## src/rtl/i2cas_pkg.sv

```systemverilog
// Shared types for the I2C start/address sequencer.
package i2cas_pkg;
    typedef enum logic [3:0] {
        ST_IDLE,
        ST_COND,
        ST_WAIT_SB,
        ST_SEND_HDR,
        ST_WAIT_HDR,
        ST_SEND_ADDR,
        ST_WAIT_ADDR,
        ST_DATA
    } phase_t;
endpackage

```

## src/rtl/i2cas_access_tracker.sv

```systemverilog
// Tracks the software access ordering: a status-1 read made while an
// event is pending arms the next data write or status-2 read.
// Assumes strobes are one-cycle pulses, at most one access per cycle.
module i2cas_access_tracker (
    input  logic clk,
    input  logic rst_n,
    input  logic sr1_rd,
    input  logic sr2_rd,
    input  logic dr_wr,
    input  logic any_pending,
    output logic wr_ok,
    output logic rd2_ok
);
    logic seen;

    // Arm on a qualifying status-1 read, disarm on the follow-up access.
    always_ff @(posedge clk) begin
        if (!rst_n)
            seen <= 1'b0;
        else if (dr_wr || sr2_rd)
            seen <= 1'b0;
        else if (sr1_rd && any_pending)
            seen <= 1'b1;
    end

    assign wr_ok  = dr_wr && seen;
    assign rd2_ok = sr2_rd && seen;

    AST_ARM_FROM_READ: assert property (@(posedge clk) disable iff (!rst_n)
        $rose(seen) |-> $past(sr1_rd));
endmodule

```

## src/rtl/i2cas_flag_bank.sv

```systemverilog
// Holds the event and mode flags and forms the event interrupt.
// Assumes set pulses come from the phase FSM and clears from the tracker.
module i2cas_flag_bank (
    input  logic clk,
    input  logic rst_n,
    input  logic set_sb,
    input  logic set_add10,
    input  logic set_addr,
    input  logic set_master,
    input  logic clr_master,
    input  logic set_af,
    input  logic wr_ok,
    input  logic rd2_ok,
    input  logic evt_en,
    output logic flag_sb,
    output logic flag_add10,
    output logic flag_addr,
    output logic flag_master,
    output logic flag_af,
    output logic any_pending,
    output logic evt_irq
);
    // Start-sent: set by the condition, cleared by an armed data write.
    always_ff @(posedge clk) begin
        if (!rst_n)          flag_sb <= 1'b0;
        else if (set_sb)     flag_sb <= 1'b1;
        else if (wr_ok)      flag_sb <= 1'b0;
    end

    // Header-sent: set by an acknowledged header, cleared by an armed write.
    always_ff @(posedge clk) begin
        if (!rst_n)          flag_add10 <= 1'b0;
        else if (set_add10)  flag_add10 <= 1'b1;
        else if (wr_ok)      flag_add10 <= 1'b0;
    end

    // Address-sent: set by the final acknowledged byte, cleared by an armed status-2 read.
    always_ff @(posedge clk) begin
        if (!rst_n)          flag_addr <= 1'b0;
        else if (set_addr)   flag_addr <= 1'b1;
        else if (rd2_ok)     flag_addr <= 1'b0;
    end

    // Master mode: entered with the condition, left on an address NACK.
    always_ff @(posedge clk) begin
        if (!rst_n)          flag_master <= 1'b0;
        else if (set_master) flag_master <= 1'b1;
        else if (clr_master) flag_master <= 1'b0;
    end

    // Acknowledge failure: set on NACK, cleared by the next Start.
    always_ff @(posedge clk) begin
        if (!rst_n)          flag_af <= 1'b0;
        else if (set_af)     flag_af <= 1'b1;
        else if (set_sb)     flag_af <= 1'b0;
    end

    assign any_pending = flag_sb | flag_add10 | flag_addr;
    assign evt_irq     = evt_en & any_pending;

    AST_ONE_EVENT: assert property (@(posedge clk) disable iff (!rst_n)
        $onehot0({flag_sb, flag_add10, flag_addr}));
    AST_AF_DROPS_MASTER: assert property (@(posedge clk) disable iff (!rst_n)
        $rose(flag_af) |-> !flag_master);
endmodule

```

## src/rtl/i2cas_phase_fsm.sv

```systemverilog
// Sequences Start/repeated Start, header and address bytes.
// Assumes the shifter holds cond_done/sh_done for one cycle per request and
// drops a request once it sees the matching done pulse.
module i2cas_phase_fsm
    import i2cas_pkg::*;
#(
    parameter int BYTE_W = 8
) (
    input  logic              clk,
    input  logic              rst_n,
    input  logic              start_req,
    input  logic              bus_busy,
    input  logic              byte_active,
    input  logic              addr10_mode,
    input  logic [BYTE_W-1:0] dr_wdata,
    input  logic              wr_ok,
    input  logic              rd2_ok,
    input  logic              cond_done,
    input  logic              sh_done,
    input  logic              sh_nack,
    output logic              cond_req,
    output logic              byte_req,
    output logic [BYTE_W-1:0] sh_byte,
    output logic              set_sb,
    output logic              set_add10,
    output logic              set_addr,
    output logic              set_master,
    output logic              clr_master,
    output logic              set_af
);
    phase_t st, st_nx;
    logic   start_pend;
    logic   enter_cond;
    logic   in_send;

    assign enter_cond = start_pend &&
                        (((st == ST_IDLE) && !bus_busy) ||
                         ((st == ST_DATA) && !byte_active));
    assign in_send    = (st == ST_SEND_HDR) || (st == ST_SEND_ADDR);

    // Latch a start request until the condition can be issued.
    always_ff @(posedge clk) begin
        if (!rst_n)          start_pend <= 1'b0;
        else if (enter_cond) start_pend <= 1'b0;
        else if (start_req)  start_pend <= 1'b1;
    end

    // Next-phase selection.
    always_comb begin
        st_nx = st;
        case (st)
            ST_IDLE:      if (enter_cond) st_nx = ST_COND;
            ST_COND:      if (cond_done)  st_nx = ST_WAIT_SB;
            ST_WAIT_SB:   if (wr_ok)      st_nx = addr10_mode ? ST_SEND_HDR : ST_SEND_ADDR;
            ST_SEND_HDR:  if (sh_done)    st_nx = sh_nack ? ST_IDLE : ST_WAIT_HDR;
            ST_WAIT_HDR:  if (wr_ok)      st_nx = ST_SEND_ADDR;
            ST_SEND_ADDR: if (sh_done)    st_nx = sh_nack ? ST_IDLE : ST_WAIT_ADDR;
            ST_WAIT_ADDR: if (rd2_ok)     st_nx = ST_DATA;
            ST_DATA:      if (enter_cond) st_nx = ST_COND;
            default:                      st_nx = ST_IDLE;
        endcase
    end

    // Phase register.
    always_ff @(posedge clk) begin
        if (!rst_n) st <= ST_IDLE;
        else        st <= st_nx;
    end

    // Capture the address byte from the armed data write.
    always_ff @(posedge clk) begin
        if (!rst_n)
            sh_byte <= '0;
        else if (wr_ok && ((st == ST_WAIT_SB) || (st == ST_WAIT_HDR)))
            sh_byte <= dr_wdata;
    end

    assign cond_req   = (st == ST_COND);
    assign byte_req   = in_send;
    assign set_sb     = (st == ST_COND) && cond_done;
    assign set_master = set_sb;
    assign set_add10  = (st == ST_SEND_HDR) && sh_done && !sh_nack;
    assign set_addr   = (st == ST_SEND_ADDR) && sh_done && !sh_nack;
    assign set_af     = in_send && sh_done && sh_nack;
    assign clr_master = set_af;

    AST_START_BUS_FREE: assert property (@(posedge clk) disable iff (!rst_n)
        ($rose(cond_req) && ($past(st) == ST_IDLE)) |-> !$past(bus_busy));
    AST_RESTART_AFTER_BYTE: assert property (@(posedge clk) disable iff (!rst_n)
        ($rose(cond_req) && ($past(st) == ST_DATA)) |-> !$past(byte_active));
    AST_BYTE_STABLE: assert property (@(posedge clk) disable iff (!rst_n)
        (byte_req && $past(byte_req)) |-> $stable(sh_byte));
endmodule

```

## src/rtl/i2c_addr_sequencer.sv

```systemverilog
// Top of the I2C master start/address sequencer: phase FSM, flag bank and
// software access-order tracker. Assumes register strobes are one-cycle pulses.
module i2c_addr_sequencer #(
    parameter int BYTE_W = 8
) (
    input  logic              clk,
    input  logic              rst_n,
    input  logic              start_req,
    input  logic              bus_busy,
    input  logic              byte_active,
    input  logic              addr10_mode,
    input  logic              evt_en,
    input  logic              dr_wr,
    input  logic [BYTE_W-1:0] dr_wdata,
    input  logic              sr1_rd,
    input  logic              sr2_rd,
    output logic              cond_req,
    input  logic              cond_done,
    output logic              byte_req,
    output logic [BYTE_W-1:0] sh_byte,
    input  logic              sh_done,
    input  logic              sh_nack,
    output logic              flag_sb,
    output logic              flag_add10,
    output logic              flag_addr,
    output logic              flag_master,
    output logic              flag_af,
    output logic              evt_irq
);
    logic wr_ok, rd2_ok, any_pending;
    logic set_sb, set_add10, set_addr, set_master, clr_master, set_af;

    i2cas_access_tracker u_trk (
        .clk(clk), .rst_n(rst_n), .sr1_rd(sr1_rd), .sr2_rd(sr2_rd),
        .dr_wr(dr_wr), .any_pending(any_pending), .wr_ok(wr_ok), .rd2_ok(rd2_ok)
    );

    i2cas_phase_fsm #(.BYTE_W(BYTE_W)) u_fsm (
        .clk(clk), .rst_n(rst_n), .start_req(start_req), .bus_busy(bus_busy),
        .byte_active(byte_active), .addr10_mode(addr10_mode), .dr_wdata(dr_wdata),
        .wr_ok(wr_ok), .rd2_ok(rd2_ok), .cond_done(cond_done), .sh_done(sh_done),
        .sh_nack(sh_nack), .cond_req(cond_req), .byte_req(byte_req), .sh_byte(sh_byte),
        .set_sb(set_sb), .set_add10(set_add10), .set_addr(set_addr),
        .set_master(set_master), .clr_master(clr_master), .set_af(set_af)
    );

    i2cas_flag_bank u_flags (
        .clk(clk), .rst_n(rst_n), .set_sb(set_sb), .set_add10(set_add10),
        .set_addr(set_addr), .set_master(set_master), .clr_master(clr_master),
        .set_af(set_af), .wr_ok(wr_ok), .rd2_ok(rd2_ok), .evt_en(evt_en),
        .flag_sb(flag_sb), .flag_add10(flag_add10), .flag_addr(flag_addr),
        .flag_master(flag_master), .flag_af(flag_af), .any_pending(any_pending),
        .evt_irq(evt_irq)
    );

    AST_SB_AFTER_COND: assert property (@(posedge clk) disable iff (!rst_n)
        $rose(flag_sb) |-> ($past(cond_done) && $past(cond_req)));
    AST_SB_CLEAR_BY_WRITE: assert property (@(posedge clk) disable iff (!rst_n)
        $fell(flag_sb) |-> $past(dr_wr));
    AST_ADDR_ON_ACK: assert property (@(posedge clk) disable iff (!rst_n)
        $rose(flag_addr) |-> ($past(sh_done) && !$past(sh_nack)));
    AST_HDR_IN_10BIT: assert property (@(posedge clk) disable iff (!rst_n)
        $rose(flag_add10) |-> $past(addr10_mode) || $past(flag_sb, 2) == 1'b0);
    AST_ADDR_CLEAR_BY_SR2: assert property (@(posedge clk) disable iff (!rst_n)
        $fell(flag_addr) |-> $past(sr2_rd));
endmodule

```

## config.mk

```make
export PLATFORM = sky130hd
export DESIGN_NAME = i2c_addr_sequencer
export DESIGN_NICKNAME = d
export VERILOG_FILES = /design/src/rtl/i2cas_pkg.sv /design/src/rtl/i2cas_access_tracker.sv /design/src/rtl/i2cas_flag_bank.sv /design/src/rtl/i2cas_phase_fsm.sv /design/src/rtl/i2c_addr_sequencer.sv
export SDC_FILE = /design/constraint.sdc
export NUM_CORES = 1
export LEC_CHECK = 0
export BUFFER_PORTS_ARGS = -buffer_cell sky130_fd_sc_hd__buf_2
export CORE_MARGIN = 4
export CORE_UTILIZATION = 41
export CTS_CLUSTER_SIZE = 10
export DETAILED_ROUTE_END_ITERATION = 10
export PLACE_DENSITY = 0.76
export SYNTH_ARGS = -nofsm -noshare
export SYNTH_HDL_FRONTEND = slang
export SYNTH_SLANG_ARGS = --single-unit
```

## constraint.sdc

```tcl
create_clock -name clk -period 1.46 [get_ports clk]
set_clock_uncertainty 0.05 [all_clocks]
set_input_delay 0.073 -clock clk [delete_from_list [all_inputs] [get_ports clk]]
set_output_delay 0.073 -clock clk [all_outputs]
set_load 0.1 [all_outputs]
```

* Yosys cells after proc, flatten, opt, wreduce, memory -nomap -nowiden *
Index checks and enable logic that the tools add are counted.

operators by class
  multiplexer cells = 20
  eq/ne operators = 14
  reductions and logical operators = 30
  bitwise operators = 4

operators with widths
  kind                  number
  $mux W4               7
  $pmux W4 S7           1
  $eq A4 B3 Y1 const B  4
  $logic_and A1 B1 Y1   14
  $mux W1               9
  $mux W3               3
  $eq A4 B2 Y1 const B  2
  $ne A2 B1 Y1 const B  4
  $reduce_bool A2 Y1    4
  $reduce_and A7 Y1     1
  $ne A2 B2 Y1 const B  3
  $reduce_or A2 Y1      3
  $eq A4 B1 Y1 const B  1
  $logic_not A4 Y1      1
  $logic_or A1 B1 Y1    4
  $logic_not A1 Y1      3
  $or A1 B1 Y1          2
  $and A1 B1 Y1         1
  $not A1 Y1            1

storage, ports and cells
  word-level logic and storage cells = 77
  bits in registers = 19
  bits of input ports = 21

* Logic depth before layout (Yosys ltp) *
Gate-level depths: netlist of run 1.

  word-level depth = 6
  depth in mapped cells = 7

* Hierarchy *
Synthesis of run 1 repeated with hierarchy kept, for this count alone.

unflattened totals
  cells, all modules = 110
  area, all modules = 982.2 um^2

by module, submodules not included
  module                area each (um^2)  sequential area each (um^2)  cells an instance  instances
  i2cas_phase_fsm       738.2             240.2                        88                 1
  i2cas_flag_bank       188.9             100.1                        17                 1
  i2cas_access_tracker  55.1              20.0                         5                  1

* Worst setup path before layout of run 1 *
OpenSTA, ideal clock, no wires.

  kind = register -> register
  from = register u_fsm.st[0]
  to = register u_flags.flag_master
  arrival time = 2266 ps
  stages on the path, launching flop included = 7
  clock period less this slack = 2443 ps
  required time = 1282 ps
  library setup time = 128 ps
  buffers on the path = 1
  setup slack = -983 ps
  cell sequence = dfxtp_1 -> buf_2 -> inv_2 -> nor2_1 -> nand3_1 -> nand2_1 -> a21boi_0

on the way
  word-level cells in the longest chain between the ends = 5

RTL lines
  item                                                 line                      source
  start, declared                                      i2cas_phase_fsm.sv:31     phase_t st, st_nx;
  start signal, assigned                               i2cas_phase_fsm.sv:67     else st <= st_nx;
  $eq A4 B2 Y1 / $eq A4 B3 Y1 (equally long branches)  i2cas_phase_fsm.sv:39     assign in_send = (st == ST_SEND_HDR) || (st == ST_SEND_ADDR);
  $logic_or A1 B1 Y1 *                                 i2cas_phase_fsm.sv:39
  via byte_req                                         i2c_addr_sequencer.sv:19  output logic byte_req,
  $logic_and A1 B1 Y1 * (2 in series)                  i2cas_phase_fsm.sv:84     assign set_af = in_send && sh_done && sh_nack;
  $reduce_bool A2 Y1 (no source line) *                --
  end signal, assigned                                 i2cas_flag_bank.sv:46     if (!rst_n) flag_master <= 1'b0;
  end signal, assigned                                 i2cas_flag_bank.sv:47     else if (set_master) flag_master <= 1'b1;
  end signal, assigned                                 i2cas_flag_bank.sv:48     else if (clr_master) flag_master <= 1'b0;
  end, declared                                        i2cas_flag_bank.sv:18     output logic flag_master,

The timed path passes the listed nets; every way through them passes the cells marked *.
A chain may end at the register's enable or synchronous reset.

* Worst setup path after layout of run 1 *
  from = register u_fsm.st[2]
  to = register u_fsm.st[2]

on the way
  word-level cells in the longest chain between the ends = 6

RTL lines
  item                                                     line                                                                 source
  $eq A4 B3 Y1 / $logic_not A4 Y1 (equally long branches)  i2cas_phase_fsm.sv:38, i2cas_phase_fsm.sv:51, i2cas_phase_fsm.sv:37
  $logic_and A1 B1 Y1, on equally long branches            i2cas_phase_fsm.sv:38, i2cas_phase_fsm.sv:37
  $logic_or A1 B1 Y1                                       i2cas_phase_fsm.sv:37                                                (((st == ST_IDLE) && !bus_busy) ||
  $logic_and A1 B1 Y1                                      i2cas_phase_fsm.sv:36                                                assign enter_cond = start_pend &&
  $ne A2 B1 Y1 (no source line)                            --
  $reduce_and A7 Y1 (no source line)                       --

Parallel ways exist; a longest one is shown, timed or not.

==> results.py, run 1 <==
metrics = {
    "run_status": {
        "outcome": "complete, but fails checks",
        "violations": "setup timing",
    },
    "global_route": {
        "grt_pass1_vias": 820,
        "grtUsageTotal_pct": 16.95,
        "grt_max_degree": 22,
        "antenna_found_initial": 0,
        "grt_pass1_wl_um": 3581,
        "overflow": 0,
    },
    "clock_tree": {
        "clockRootBuffer": "clkbuf_4",
        "post_cts_buffers": 0,
        "cts_htree_levels": 1,
        "cts_sinks": 18,
        "cts_tree": "yes",
        "cts.clk_slew.worst_paths_ps": 120,
        "cts_inserted_buffers": 3,
        "ctsLongestPathBuffers": 2,
        "clock_latency_ps": 300,
    },
    "logic_synthesis": {
        "yosys_register_bits": 18,
        "yosys-top-cells-area": "dfxtp_1, mux2i_1, nor2b_1, nand2_1, a21boi_0",
        "synthesis.instances": 96,
        "yosys.area.top_type": "dfxtp_1",
        "yosysTopAreaCellShare_pct": 41.44,
        "synth.avg_cell_area_um2": 9.058,
        "synth_edf_count": 0,
        "syn_nets": 117,
        "seq_area_frac_synth_pct": 41.44,
        "ys.flop_type": "dfxtp_1",
        "synth.distinct_cells": 29,
        "yosys_warnings": 0,
        "syn_area_um2": 869.6,
        "async_flop_share_pct": 0,
    },
    "cells_and_area": {
        "drive_above_1_share_pct": 43.62,
        "synthToLayoutAreaGrowth_pct": 58.42,
        "final_core_utilization_pct": 69.51,
        "num_antenna_cells": 0,
        "nets": 171,
    },
    "drt": {
        "wl_met3_um": 109,
        "routed_wl_um": 2219,
        "drtIter0Drc": 13,
        "vias_per_cell": 4.852,
        "dr.pass1.iters": 4,
        "wl_per_cell_um": 12.61,
        "drc": 0,
        "drtAntennaViolNets": 0,
        "highest_layer": "met4",
        "vias": 854,
        "wirelength_met1_um": 995,
        "dr_wl_met2_um": 1090,
    },
    "die": {
        "num_rows": 16,
        "die_area_mm2": 0.002922,
        "core_area_mm2": 0.001982,
        "die_h_um": 54.06,
        "die_x_um": 54.06,
        "io-pin-count": 37,
        "start_util_pct": 43.88,
    },
    "setup_path": {
        "endpoint_kind": "register",
        "crit_path_start_kind": "register",
        "reg2reg_depth": 5,
        "crit_path_max_fanout": 6,
        "required_ps": 1630,
        "critPathKind": "reg -> reg",
        "r2r_slack_ps": -50,
        "arrival_ps": 1690,
    },
    "timing": {
        "finalHoldViolations": 0,
        "min_period_over_period_pct": 103.6,
        "finalMaxSlewViolations": 0,
        "fin_crit_ps": 1512,
        "finalSetupViolCount": 4,
        "final.setup.tns_ps": -156.3,
        "worstMarginPinSlew_ps": 501.4,
        "fin_ws_ps": -52.24,
        "slew_headroom_pct": 66.80,
        "fmax_mhz": 661.3,
        "grt_setup_unrepaired": "yes",
    },
    "placed_design": {
        "dp_hpwl_um": 1552,
        "numPortBuffers": 36,
        "gp_congestion": 0.7752,
    },
    "worst_hold_path": {
        "hold_path_class": "in -> reg",
        "min_delay_path_depth": 3,
    },
    "power": {
        "p_leak_nw": 0.5728,
        "ir_worst_vdd_uv": 819.3,
        "power-per-cell-area_mw_per_mm2": 1207,
    },
    "flow_run": {
        "cap_violations": 0,
    },
}
timing repair:
item                                   4_1_cts  5_1_grt
setup endpoints to repair                    5       13
endpoints found under the hold margin        9        0
resized for setup                            6        3
hold buffers                                10        0
pin swaps                                    0        2
gates cloned                                 0        0
logic make-up (layout without fill, tap and decap cells):
family                 count (synthesis)  in the layout  synth area share [%]
AND/OR/NAND/NOR                       42             42                 26.62
flip-flops                            18             18                 41.44
AO/OA/AOI/OAI                         16             16                 12.81
multiplexers                          12             12                 13.81
buffers and inverters                  7             60                 3.452
XOR/XNOR                               1              1                 1.871
metal layers:
layer	GRT usage (%)	up-vias
met5	0	-
met4	4.979	0
met3	3.601	4
met2	29.64	23
met1	20.71	381
li1	-	446
final timing paths:
| path | startpoint | to |
|---|---|---|
| min reg2reg | u_flags.flag_af | u_flags.flag_af |
| max | u_fsm.st[2] | u_fsm.st[2] |
| max reg2reg | u_fsm.st[2] | u_fsm.st[2] |
| min | dr_wdata[4] | u_fsm.sh_byte[4] |
synth_stat cells (all sizes together), types with 3 or more instances:
library cell  number
a21boi             4
a21oi              5
buf                3
dfxtp             18
mux2i             12
nand2             13
nor2               4
nor2b             12
nor3               3
where the power goes:
group / internal (mW) / switching, mW / leakage (nW)
Combinational: 0.308 / 0.462 / 0.403
Clock: 0.152 / 0.165 / 0.0210
Sequential: 0.531 / 0.0450 / 0.149
Total: 0.991 / 0.672 / 0.573
cell type report:
type | instances | area (um^2)
clock buffers | 4 | 36.28
fillers | 160 | 604.3
inverters | 2 | 13.76
multi-input cells | 71 | 523.0
flip-flops and latches | 18 | 372.9
well taps | 27 | 33.78
repair buffers | 54 | 397.9
worst max-delay path, stage by stage, from the launching register on:
cell	delay (ps)
dfxtp_4	410
xnor2_4	170
nor3_2	60
a311o_1	270
a211o_1	300
mux2i_1	190
layout by cell type, fill, tap and decap left out, types with 2 or more instances in the layout:
| cell | count |
|---|---|
| dfxtp_2 | 4 |
| dfxtp_4 | 2 |
| a21boi_1 | 2 |
| a21oi_1 | 5 |
| dfxtp_1 | 12 |
| buf_4 | 7 |
| nor2b_1 | 12 |
| nor2_4 | 2 |
| nor3b_1 | 2 |
| clkbuf_4 | 3 |
| dlygate4sd3_1 | 10 |
| nand3_1 | 2 |
| buf_2 | 33 |
| nand2_2 | 2 |
| nor2_1 | 2 |
| buf_12 | 4 |
| nand2_1 | 11 |
| mux2i_1 | 12 |
| a21boi_0 | 2 |
stage by stage:
stage	instance area, um^2	cells	power, mW	hold slack (ps)	setup slack, ps
floorplan	929.6	96	1.122	99.74	-108.6
finish	1378	176	1.663	1.993	-52.24
detailed placement	1211	162	1.313	212.1	-69.41
global placement	1211	162	1.299	206.2	-1.662
CTS	1366	176	1.661	6.707	-57.92
global route	1378	176	1.750	13.23	-115.0
state kept, by name (all words and copies together) (netlist names):
register and cells:
u_flags.flag_sb 1, u_flags.flag_master 1, u_flags.flag_af 1, u_flags.flag_addr 1
u_flags.flag_add10 1, u_fsm.sh_byte 8, u_fsm.st 3, u_trk.seen 1
u_fsm.start_pend 1
No activity file was read; power rests on OpenSTA's default activity.
==> run 2, diff against run 1 <==
Settings changed: CORE_UTILIZATION 41 to 43, PLACE_DENSITY 0.76 to 0.77, SYNTH_HIERARCHICAL set to 1.
==> run 2 against run 1 <==
Effect of this change:
- the run still ends with setup timing left
- wire length increased by 21%
- design area increased by 10%
- utilization decreased by 0.29 points
- via count rose by 17%
- worst hold slack barely moved
- critical path depth stayed put
- synthesized cell count grew 15%
- largest cell class unchanged
- final cell count up 11%
- synthesized area up 13%
==> results.py, run 2 <==
metrics = {
    "timing": {
        "fin_crit_ps": 1548,
        "finalHoldViolations": 0,
        "min_period_over_period_pct": 106.0,
        "fmax_mhz": 646.0,
        "finalMaxSlewViolations": 0,
        "grt_setup_unrepaired": "yes",
        "finalSetupViolCount": 8,
        "fin_ws_ps": -87.99,
        "slew_headroom_pct": 67.14,
        "worstMarginPinSlew_ps": 496.2,
    },
    "flow_run": {
        "cap_violations": 0,
    },
    "worst_hold_path": {
        "min_delay_path_depth": 3,
        "min_from": "dr_wdata[6]",
        "hold_path_class": "in -> reg",
        "whs_endpoint": "u_fsm/sh_byte[6]",
    },
    "die": {
        "io-pin-count": 37,
        "die_x_um": 55.79,
        "die_area_mm2": 0.003113,
        "core_area_mm2": 0.002191,
        "start_util_pct": 44.83,
        "die_h_um": 55.79,
        "num_rows": 17,
    },
    "cells_and_area": {
        "multi_input_area_um2": 603.1,
        "mostFrequentLayoutCells": "buf_2, buf_4, nor2b_1",
        "layout_commonest_cell": "buf_2",
        "synthToLayoutAreaGrowth_pct": 54.39,
        "drive_above_1_share_pct": 49.40,
        "design_area_mm2": 0.001516,
        "regArea_um2": 376.6,
        "top_register": "u_fsm/sh_byte",
        "final_core_utilization_pct": 69.22,
        "largest_reg_flops": 8,
        "num_antenna_cells": 0,
        "fill_cells": 165,
        "nets": 190,
        "reg.largest.list": "u_fsm/sh_byte x8, u_fsm/st x3",
    },
    "logic_synthesis": {
        "yosys_warnings": 6,
        "synthAdderAreaFrac_pct": 0,
        "synth_compound_area_share_pct": 13.89,
        "ys.flop_type": "dfxtp_1",
        "synthesis.instances": 110,
        "synth-simple-area-share_pct": 30.70,
        "synthMostInstantiatedCell": "dfxtp_1",
        "synthTopCellsByCount": "dfxtp_1, nor2b_1, mux2i_1, nor2_1, nand2_1",
        "yosys-top-cells-area": "dfxtp_1, mux2i_1, nor2b_1, nor2_1, o21a_1",
        "synth.avg_cell_area_um2": 8.929,
        "seq_area_frac_synth_pct": 36.69,
        "yosys_register_bits": 18,
        "synth_top_family_by_area": "simple AND/OR/NAND/NOR gates",
        "synth_edf_count": 0,
        "yosysTopAreaCellShare_pct": 36.69,
        "synthXorXnorAreaFrac_pct": 0.8917,
        "yosys.area.top_type": "dfxtp_1",
        "syn_nets": 131,
        "async_flop_share_pct": 0,
        "synth.distinct_cells": 34,
        "syn_area_um2": 982.2,
        "yosys-mux-area-fraction_pct": 11.34,
    },
    "clock_tree": {
        "clockRootBuffer": "clkbuf_4",
        "ctsLongestPathBuffers": 2,
        "cts_sinks": 18,
        "cts_htree_levels": 1,
        "cts_tree": "yes",
        "cts.clk_slew.worst_paths_ps": 110,
        "cts_inserted_buffers": 3,
        "clock_latency_ps": 300,
    },
    "drt": {
        "vias_per_cell": 5.102,
        "dr.pass1.iters": 4,
        "wl_per_cell_um": 13.68,
        "routed_wl_um": 2682,
        "vias": 1000,
        "drtIter0Drc": 18,
        "drc": 0,
        "drtAntennaViolNets": 0,
    },
    "setup_path": {
        "path_buf_inv": 1,
        "path_cells": "buf_6 -> a22o_1 -> nor2b_1 -> or3_1 -> o211a_1",
        "endpoint_kind": "register",
        "reg2reg_to": "u_fsm/st[0]",
        "cp_slowest_cell": "dfxtp_4",
        "critPathKind": "reg -> reg",
        "cp_num_cells": 5,
        "reg2reg_depth": 5,
        "crit_path_max_fanout": 9,
        "critPathTopFamily": "simple AND/OR/NAND/NOR gates",
        "arrival_ps": 1690,
        "cpPeakStageDelay_ps": 390,
        "rr_startpoint": "u_fsm/st[0]",
        "r2r_slack_ps": -90,
        "crit_path_start_kind": "register",
        "required_ps": 1600,
    },
    "power": {
        "finalPower_mw": 1.167,
        "power-per-cell-area_mw_per_mm2": 769.7,
        "p_leak_nw": 0.6669,
        "ir_worst_vdd_uv": 617.3,
    },
    "run_status": {
        "violations": "setup timing",
        "outcome": "complete, but fails checks",
    },
    "placed_design": {
        "dp_hpwl_um": 1845,
        "numPortBuffers": 36,
        "place_area_mm2": 0.001300,
        "gp_congestion": 0.8844,
    },
    "global_route": {
        "grtUsageTotal_pct": 17.98,
        "grt_pass1_wl_um": 4519,
        "overflow": 0,
        "grt_max_degree": 20,
        "antenna_found_initial": 0,
        "grt_pass1_vias": 1023,
    },
}
## run 2: changes by cell type after synthesis, sizes merged, moves of 2 or more
cell and delta:
nand2 -6, o21a +5, and2 +4, o21ai +2, mux2i -2, nor2 +6
a21boi -3, nand3 -2, buf +4, nor2b +3, and3 +3
## run 2: kinds of logic after synthesis
| family | count (synthesis) |
|---|---|
| simple gates | 51 |
| compound gates | 19 |
| flops | 18 |
| buf+inv | 10 |
| xor+xnor | 1 |
| mux | 11 |
## run 2: cell type report
cell class	instances	share of cell area [%]
multi-input combinational	82	39.77
timing repair buffer	63	30.45
sequential	18	24.84
clock buffer	4	2.393
tap	28	2.310
inverter	1	0.2475
## run 2: per-stage QoR
| step | TNS [ps] | setup WS, ps | cells | hold WS, ps |
|---|---|---|---|---|
| 2_1_floorplan | -77.70 | -58.76 | 110 | 94.42 |
| 3_3_place_gp | -1468 | -150.3 | 181 | 207.9 |
| 3_5_place_dp | -2375 | -232.7 | 181 | 212.3 |
| 4_1_cts | -256.1 | -92.49 | 195 | 0.4368 |
| 5_1_grt | -1367 | -157.1 | 196 | 21.24 |
| 6_report | -309.2 | -87.99 | 196 | 2.426 |
## run 2: what timing repair did
item	CTS	global route
setup endpoints to repair	17	14
hold endpoints to repair	7	1
hold buffers	8	1
resized for setup	22	3
setup buffers	2	0
pin swaps	2	0
## run 2: worst max-delay path by stage
| stage | startpoint | end |
|---|---|---|
| floorplan | u_fsm/st[1] | u_flags/flag_master |
| global placement | u_fsm/st[1] | u_fsm/st[2] |
| detailed placement | u_fsm/st[1] | u_fsm/st[1] |
| CTS | u_fsm/st[1] | byte_req |
| global route | u_fsm/st[1] | u_fsm/st[0] |
| finish | u_fsm/st[0] | u_fsm/st[0] |
## run 2: power by group
group / leakage, nW / internal, mW / switching, mW
Clock: 0.0210 / 0.152 / 0.157
Combinational: 0.496 / 0.156 / 0.179
Sequential: 0.150 / 0.503 / 0.0203
Total: 0.667 / 0.811 / 0.356
## run 2: per-layer routing
| metal | vias to the layer above | part of all wire (%) | track usage (%) |
|---|---|---|---|
| met1 | 459 | 40 | 21.64 |
| met5 | - | 0 | 0 |
| met3 | 4 | 7.2 | 4.176 |
| met4 | 0 | 1.3 | 6.944 |
| li1 | 491 | - | - |
| met2 | 46 | 52 | 30.74 |
## run 2: worst register-to-register path, stage by stage (launching register included)
cell and delay, ps:
dfxtp_4 390, buf_6 140, a22o_1 230, nor2b_1 170, or3_1 340, o211a_1 130
